--- src/rtl/dt_pkg.sv ---
package dt_pkg;

  // Each timer occupies a 32-byte window; index sits in address bits [4:2]
  localparam int WIN_LSB = 5;

  // Control byte bit positions (software decodes these)
  localparam int CTRL_ONESHOT  = 0;
  localparam int CTRL_WIDE     = 1;
  localparam int CTRL_DIV_LSB  = 2;
  localparam int CTRL_IE       = 5;
  localparam int CTRL_PERIODIC = 6;
  localparam int CTRL_EN       = 7;
  localparam logic [7:0] CTRL_RESET = 8'h20;

  typedef enum logic [2:0] {
    REG_LOAD  = 3'd0,
    REG_COUNT = 3'd1,
    REG_CTRL  = 3'd2,
    REG_ICLR  = 3'd3,
    REG_RAW   = 3'd4,
    REG_MSK   = 3'd5,
    REG_BGLD  = 3'd6,
    REG_NONE  = 3'd7
  } dt_reg_e;

  typedef struct packed {
    logic wrLoad;
    logic wrBgLoad;
    logic wrCtrl;
    logic wrIntClr;
  } dt_wrStb_t;

  typedef struct packed {
    logic       rdTmr;
    logic       rdId;
    logic [2:0] wordIdx;
  } dt_rdStb_t;

  function automatic logic [7:0] idByte(input logic [2:0] idx);
    case (idx)
      3'd0:    idByte = 8'h04;
      3'd1:    idByte = 8'h18;
      3'd2:    idByte = 8'h14;
      3'd3:    idByte = 8'h00;
      3'd4:    idByte = 8'h0D;
      3'd5:    idByte = 8'hF0;
      3'd6:    idByte = 8'h05;
      default: idByte = 8'hB1;
    endcase
  endfunction

endpackage

--- src/rtl/dt_timerCore.sv ---
module dt_timerCore
  import dt_pkg::*;
#(
  parameter int CNT_W = 32,
  parameter int PRE_W = 8
) (
  input  logic             clk,
  input  logic             rstN,
  input  logic             tickEn,
  input  dt_wrStb_t        wrStb,
  input  logic [CNT_W-1:0] wdata,
  input  dt_reg_e          regIdx,
  output logic [CNT_W-1:0] rdVal,
  output logic             irqMasked
);

  localparam int HALF_W   = PRE_W / 2;
  localparam int NARROW_W = 16;

  logic [7:0]       ctrlReg;
  logic [CNT_W-1:0] loadReg;
  logic [CNT_W-1:0] countReg;
  logic [PRE_W-1:0] preCnt;
  logic             rawIrq;

  logic             running;
  logic             oneShot;
  logic             periodic;
  logic             wide;
  logic [1:0]       divSel;
  logic             step;
  logic             atZero;
  logic             hitOne;
  logic [CNT_W-1:0] cntMask;
  logic [CNT_W-1:0] reloadVal;
  logic [CNT_W-1:0] nextCount;

  assign running  = ctrlReg[CTRL_EN];
  assign oneShot  = ctrlReg[CTRL_ONESHOT];
  assign periodic = ctrlReg[CTRL_PERIODIC];
  assign wide     = ctrlReg[CTRL_WIDE];
  assign divSel   = ctrlReg[CTRL_DIV_LSB +: 2];

  assign cntMask   = wide ? {CNT_W{1'b1}} : CNT_W'({NARROW_W{1'b1}});
  assign reloadVal = (periodic ? loadReg : {CNT_W{1'b1}}) & cntMask;
  assign atZero    = (countReg == '0);
  assign hitOne    = (countReg == CNT_W'(1));

  always_comb begin
    case (divSel)
      2'd1:    step = running && tickEn && (&preCnt[HALF_W-1:0]);
      2'd2:    step = running && tickEn && (&preCnt);
      default: step = running && tickEn;
    endcase
  end

  always_comb begin
    nextCount = countReg;
    if (wrStb.wrLoad) begin
      nextCount = wdata & cntMask;
    end else if (step) begin
      if (atZero) begin
        if (!oneShot) nextCount = reloadVal;
      end else begin
        nextCount = (countReg - CNT_W'(1)) & cntMask;
      end
    end
  end

  always_ff @(posedge clk) begin
    if (!rstN) begin
      ctrlReg  <= CTRL_RESET;
      loadReg  <= '0;
      countReg <= '0;
      preCnt   <= '0;
      rawIrq   <= 1'b0;
    end else begin
      countReg <= nextCount;
      if (wrStb.wrCtrl) ctrlReg <= wdata[7:0];
      if (wrStb.wrLoad || wrStb.wrBgLoad) loadReg <= wdata;
      if (wrStb.wrCtrl) preCnt <= '0;
      else if (running && tickEn) preCnt <= preCnt + PRE_W'(1);
      if (step && hitOne && !wrStb.wrLoad) rawIrq <= 1'b1;
      else if (wrStb.wrIntClr) rawIrq <= 1'b0;
    end
  end

  assign irqMasked = rawIrq & ctrlReg[CTRL_IE];

  always_comb begin
    case (regIdx)
      REG_LOAD, REG_BGLD: rdVal = loadReg;
      REG_COUNT:          rdVal = countReg;
      REG_CTRL:           rdVal = CNT_W'(ctrlReg);
      REG_RAW:            rdVal = CNT_W'(rawIrq);
      REG_MSK:            rdVal = CNT_W'(irqMasked);
      default:            rdVal = '0;
    endcase
  end

endmodule

--- src/rtl/dt_busCtrl.sv ---
module dt_busCtrl
  import dt_pkg::*;
#(
  parameter int NUM_TIMERS = 2,
  parameter int ADDR_W     = 12,
  parameter int SEL_W      = 1
) (
  input  logic [ADDR_W-1:0]          busAddr,
  input  logic                       busWrEn,
  input  logic                       busRdEn,
  output dt_wrStb_t [NUM_TIMERS-1:0] wrStb,
  output dt_rdStb_t                  rdStb,
  output logic [SEL_W-1:0]           tmrSel
);

  localparam int WIN_W = ADDR_W - WIN_LSB;

  logic [WIN_W-1:0] winIdx;
  logic             aligned;
  logic             inTmr;
  logic             inId;
  dt_reg_e          regSel;

  assign winIdx  = busAddr[ADDR_W-1:WIN_LSB];
  assign aligned = (busAddr[1:0] == 2'b00);
  assign inTmr   = aligned && (winIdx < WIN_W'(NUM_TIMERS));
  assign inId    = aligned && (&winIdx);
  assign regSel  = dt_reg_e'(busAddr[WIN_LSB-1:2]);
  assign tmrSel  = winIdx[SEL_W-1:0];

  assign rdStb.rdTmr   = busRdEn && inTmr;
  assign rdStb.rdId    = busRdEn && inId;
  assign rdStb.wordIdx = busAddr[WIN_LSB-1:2];

  always_comb begin
    for (int t = 0; t < NUM_TIMERS; t++) begin
      wrStb[t] = '0;
      if (busWrEn && inTmr && (winIdx == WIN_W'(t))) begin
        case (regSel)
          REG_LOAD: wrStb[t].wrLoad   = 1'b1;
          REG_BGLD: wrStb[t].wrBgLoad = 1'b1;
          REG_CTRL: wrStb[t].wrCtrl   = 1'b1;
          REG_ICLR: wrStb[t].wrIntClr = 1'b1;
          default:  ;
        endcase
      end
    end
  end

endmodule

--- src/rtl/dt_dataPath.sv ---
module dt_dataPath
  import dt_pkg::*;
#(
  parameter int NUM_TIMERS = 2,
  parameter int DATA_W     = 32,
  parameter int SEL_W      = 1
) (
  input  logic                       clk,
  input  logic                       rstN,
  input  logic [NUM_TIMERS-1:0]      tickEn,
  input  dt_wrStb_t [NUM_TIMERS-1:0] wrStb,
  input  dt_rdStb_t                  rdStb,
  input  logic [SEL_W-1:0]           tmrSel,
  input  logic [DATA_W-1:0]          busWdata,
  output logic [DATA_W-1:0]          busRdata,
  output logic                       irqOut,
  output logic [NUM_TIMERS-1:0]      timerIrq
);

  logic [DATA_W-1:0] tmrRd [NUM_TIMERS];
  logic [DATA_W-1:0] readMux;

  for (genvar gi = 0; gi < NUM_TIMERS; gi++) begin : g_core
    dt_timerCore #(.CNT_W(DATA_W)) u_core (
      .clk      (clk),
      .rstN     (rstN),
      .tickEn   (tickEn[gi]),
      .wrStb    (wrStb[gi]),
      .wdata    (busWdata),
      .regIdx   (dt_reg_e'(rdStb.wordIdx)),
      .rdVal    (tmrRd[gi]),
      .irqMasked(timerIrq[gi])
    );
  end

  always_comb begin
    readMux = '0;
    if (rdStb.rdTmr) readMux = tmrRd[tmrSel];
    else if (rdStb.rdId) readMux = DATA_W'(idByte(rdStb.wordIdx));
  end

  always_ff @(posedge clk) begin
    if (!rstN) begin
      busRdata <= '0;
      irqOut   <= 1'b0;
    end else begin
      busRdata <= readMux;
      irqOut   <= |timerIrq;
    end
  end

endmodule

--- src/rtl/dualTimerWrap.sv ---
module dualTimerWrap
  import dt_pkg::*;
#(
  parameter int NUM_TIMERS = 2,
  parameter int DATA_W     = 32,
  parameter int ADDR_W     = 12
) (
  input  logic                  clk,
  input  logic                  rstN,
  input  logic [ADDR_W-1:0]     busAddr,
  input  logic                  busWrEn,
  input  logic                  busRdEn,
  input  logic [DATA_W-1:0]     busWdata,
  output logic [DATA_W-1:0]     busRdata,
  input  logic [NUM_TIMERS-1:0] tickEn,
  output logic                  irqOut
);

  localparam int SEL_W = (NUM_TIMERS > 1) ? $clog2(NUM_TIMERS) : 1;

  dt_wrStb_t [NUM_TIMERS-1:0] wrStb;
  dt_rdStb_t                  rdStb;
  logic [SEL_W-1:0]           tmrSel;
  logic [NUM_TIMERS-1:0]      timerIrq;

  dt_busCtrl #(.NUM_TIMERS(NUM_TIMERS), .ADDR_W(ADDR_W), .SEL_W(SEL_W)) u_ctrl (
    .busAddr(busAddr),
    .busWrEn(busWrEn),
    .busRdEn(busRdEn),
    .wrStb  (wrStb),
    .rdStb  (rdStb),
    .tmrSel (tmrSel)
  );

  dt_dataPath #(.NUM_TIMERS(NUM_TIMERS), .DATA_W(DATA_W), .SEL_W(SEL_W)) u_dp (
    .clk     (clk),
    .rstN    (rstN),
    .tickEn  (tickEn),
    .wrStb   (wrStb),
    .rdStb   (rdStb),
    .tmrSel  (tmrSel),
    .busWdata(busWdata),
    .busRdata(busRdata),
    .irqOut  (irqOut),
    .timerIrq(timerIrq)
  );

endmodule

--- config.mk ---
export PLATFORM = sky130hd
export DESIGN_NAME = dualTimerWrap
export DESIGN_NICKNAME = d
export VERILOG_FILES = /design/src/rtl/dt_pkg.sv /design/src/rtl/dt_timerCore.sv /design/src/rtl/dt_busCtrl.sv /design/src/rtl/dt_dataPath.sv /design/src/rtl/dualTimerWrap.sv
export SDC_FILE = /design/constraint.sdc
export NUM_CORES = 1
export LEC_CHECK = 0
export ABC_AREA = 1
export BUFFER_PORTS_ARGS = -buffer_cell sky130_fd_sc_hd__buf_4
export CORE_UTILIZATION = 35
export CTS_BUF_LIST = sky130_fd_sc_hd__clkbuf_8
export CTS_CLUSTER_SIZE = 10
export DETAILED_ROUTE_END_ITERATION = 12
export GPL_TIMING_DRIVEN = 0
export HOLD_SLACK_MARGIN = 0.12
export PLACE_DENSITY_LB_ADDON = 0.05
export SETUP_SLACK_MARGIN = 0.3
export SKIP_LAST_GASP = 1
export SYNTH_ARGS = -nofsm -noshare
export SYNTH_HDL_FRONTEND = slang
export SYNTH_SLANG_ARGS = --single-unit
--- constraint.sdc ---
create_clock -name clk -period 5.2 [get_ports clk]
set_clock_uncertainty 0.1 [all_clocks]
set_input_delay 0.52 -clock clk [delete_from_list [all_inputs] [get_ports clk]]
set_output_delay 0.52 -clock clk [all_outputs]
set_load 0.01 [all_outputs]
==> impl_results.md <==
* Run status: complete, no violations
* Die Span Y at 182 um
* Max transition margin at 0.318
* Number of fill cells in the layout at 3521
* Max VDD drop at 0.152 mV
* Placement row count at 65
* Dominant cell by count in the synthesized netlist: nand2_1
* Number of CTS-inserted buffers at 17
* Dpl hpwl at 37900 um
* Reg area at 0.00390 sq mm
* Post-synth top area share at 0.344
* Sum of negative setup slack at 0 ps
* Largest net degree at the start of global routing at 20
* Least-Margin Pin Slew at 1020 ps
* Clk buf depth at 2
* DR vias/cell at 5.28
* WS Path Type: flop to flop
* Top cells by area, synth: dfxtp_1 (34%), nand2_1 (14%), nor2_1 (10%)
* Gr usage total at 0.289
* Syn avg cell area at 6.30 sq um
* Met3 WL at 2950 um
* CP Data Arrival Time at 2850 ps
* RSZ-0062 raised after global routing: no
* FMAX at 0.396 GHz
* Asr flop ratio synth at 0
* Clk Latency, worst-skew pair at 510 ps
* Worst EP required at 5520 ps
* Max Slew Vio Count at 0
* Post-Syn Area at 0.0113 sq mm
* Layout Nets at 1958
* DR DRC count at 0
* Post-route ant nets at 0
* Synthesized Nets at 1858
* Crit end category: flop
* Seq/Total Area, Yosys at 0.344
* Clock tree from TritonCTS: built
* Mapped Cells at 1800
* Initial cell density of the core at 0.358
* Met1 WL at 22300 um
* EDFF count, synth at 0
* Final cycle utilization of the critical path at 0.485
* R2r worst-path depth at 12
* Main synth FF type: dfxtp_1
* Hold Crit Class: primary input to flop
* Yosys top cell by area: dfxtp_1
* Vias in the first global route at 11500
* # setup viols final at 0
* Die W at 182 um
* I/O pin count at 83
* Reg2Reg Capture Point: u_dp.g_core[1].u_core.countReg[13]
* Min Tclk post-route at 2520 ps
* Routed WL per cell at 20.5 um
* Root Buffer Master: clkbuf_8
* Leak at 5.50 nW
* Post-CTS Hold Buffers at 0
* #FFs+latches synth at 195
* Hold path endpoint: u_dp.g_core[1].u_core.loadReg[28]
* Final WL at 47400 um
* Synth cell count leaders: nand2_1 (416), nor2_1 (312), dfxtp_1 (195)
* Port Buffers at 81
* R2r setup slk at 2680 ps
* Pwr/cell area at 211 mW/mm^2
* DRT Pass-1 Iters at 6
* Worst-path clk slew at 110 ps
* # H-tree levels at 4
* Post_cts resized at 0
* Final Hold Fails at 0
* GP Congestion at 0.914
* Cell variety after synth at 41
* Share of cells above drive strength 1 at 0.103
* Placed Cells at 2283
* Vias post-DR at 12200
* Fin cells at 2315
* Total Die Area at 0.0331 sq mm
* Initial DRC Count at 1293
* Initial antenna violation count at 1
* HP Start: busWdata[28]
* Reg2reg start: u_dp.g_core[1].u_core.countReg[0]
* Max-Cap Viols at 0
* Core area at 0.0317 sq mm
* Crit-path max FO at 10
* Antenna diodes at 0
* Min Hold Slack at 225 ps
* Uppermost layer routed: met4
* Gr ovfl total at 0
* Setup Fix Bufs, Post-CTS at 0
* First-pass GRT wire length at 71100 um
* Clock Sinks at 195
* Area growth from synthesis to layout at 13.2%
* Syn. warnings at 0
* Hold Path Cell Cnt at 3
* Startpoint types: flop
* Routed met2 length at 21100 um
* Multi-input gate area at 0.00631 sq mm
## worst max-delay path by stage
stage / cells after the start / from / endpoint / slack [ps]
final: 12 / u_dp.g_core[1].u_core.countReg[0] / u_dp.g_core[1].u_core.countReg[13] / 2680
after global routing: 13 / u_dp.g_core[1].u_core.countReg[0] / u_dp.g_core[1].u_core.countReg[17] / 2520
after CTS: 12 / u_dp.g_core[1].u_core.countReg[0] / u_dp.g_core[1].u_core.countReg[13] / 2710
after detailed placement: 9 / busAddr[9] / u_dp.busRdata[22] / 2510
after global placement: 9 / busAddr[9] / u_dp.busRdata[22] / 2490
after floorplan: 12 / busAddr[9] / u_dp.g_core[0].u_core.countReg[22] / 3290
## layout make-up
cell class / instances / area share
clock buffers: 18 / 0.0193
flip-flops and latches: 195 / 0.304
repair buffers: 81 / 0.0473
multi-input cells: 1328 / 0.491
inverters: 194 / 0.0567
well taps: 402 / 0.0392
clock inverters: 14 / 0.0107
plain buffers: 83 / 0.0317
## where the power goes
part	total, W	switching, W	internal [W]	leakage [nW]
combinational	0.000187	0.000137	0.0000505	3.74
clock	0.00103	0.000661	0.000369	0.196
sequential	0.00149	0.000000195	0.00149	1.57
## kinds of logic (layout without fill, tap and decap cells)
group	Yosys count	in the layout	synth area share
compound gates	387	387	0.195
buf+inv	277	390	0.100
flops	195	195	0.344
xor+xnor	30	30	0.0232
fa+ha+maj	8	8	0.00882
simple gates	903	903	0.329
## per-stage QoR
stage	area [sq um]	utilization	power (W)	worst slack (ps)
after CTS	12800	0.405	0.00272	2710
after floorplan	11300	-	0.00160	3290
after global routing	12800	0.405	0.00279	2520
after detailed placement	12500	0.393	0.00171	2510
final	12800	0.405	0.00271	2680
after global placement	12500	0.393	0.00171	2490
## flip-flops by register name, indices dropped and copies added (netlist names)
signal	flops
u_dp.g_core.u_core.countReg	64
u_dp.g_core.u_core.loadReg	64
u_dp.busRdata	32
u_dp.g_core.u_core.ctrlReg	16
u_dp.g_core.u_core.preCnt	16
u_dp.g_core.u_core.rawIrq	2
u_dp.irqOut	1
## critical path, cell delays in order, from the launching register on
cell and delay, ps:
dfxtp_1 470, inv_1 120, ha_1 270, nand2_1 180
nor2_4 70, nand2_2 160, inv_2 100, nand2_1 200
buf_2 320, nand2_1 90, o21ai_0 200, nor2_1 70
nor3_1 120
## per-layer routing
layer | track usage | up-vias
li1 | - | 6071
met1 | 0.413 | 5672
met2 | 0.456 | 436
met3 | 0.0331 | 51
met4 | 0.0844 | 0
met5 | 0 | -
## placed cells by master, fill, tap and decap left out, types with 4 or more instances in the layout
master	synthesis	routed
a21oi_1	132	132
o21ai_0	153	153
clkinv_4	0	4
a221oi_1	9	9
ha_1	8	8
o221ai_1	24	24
nand2_1	416	416
inv_1	184	184
clkbuf_1	36	36
nor2_4	4	4
o22ai_1	4	4
clkbuf_8	0	18
nand2_2	12	12
nand3_2	4	4
buf_2	31	31
dfxtp_1	195	195
buf_4	5	86
buf_6	5	5
a211oi_1	33	33
nand3_1	112	112
nor3_1	9	9
o211ai_1	10	10
a21oi_2	6	6
inv_8	0	5
nor2_1	312	312
xor2_1	24	24
xnor2_1	6	6
nand4_1	19	19
nor2_2	7	7
inv_2	7	7
buf_1	6	6
o21ai_1	9	9
Note: power is estimated with default switching activity, not from simulation.
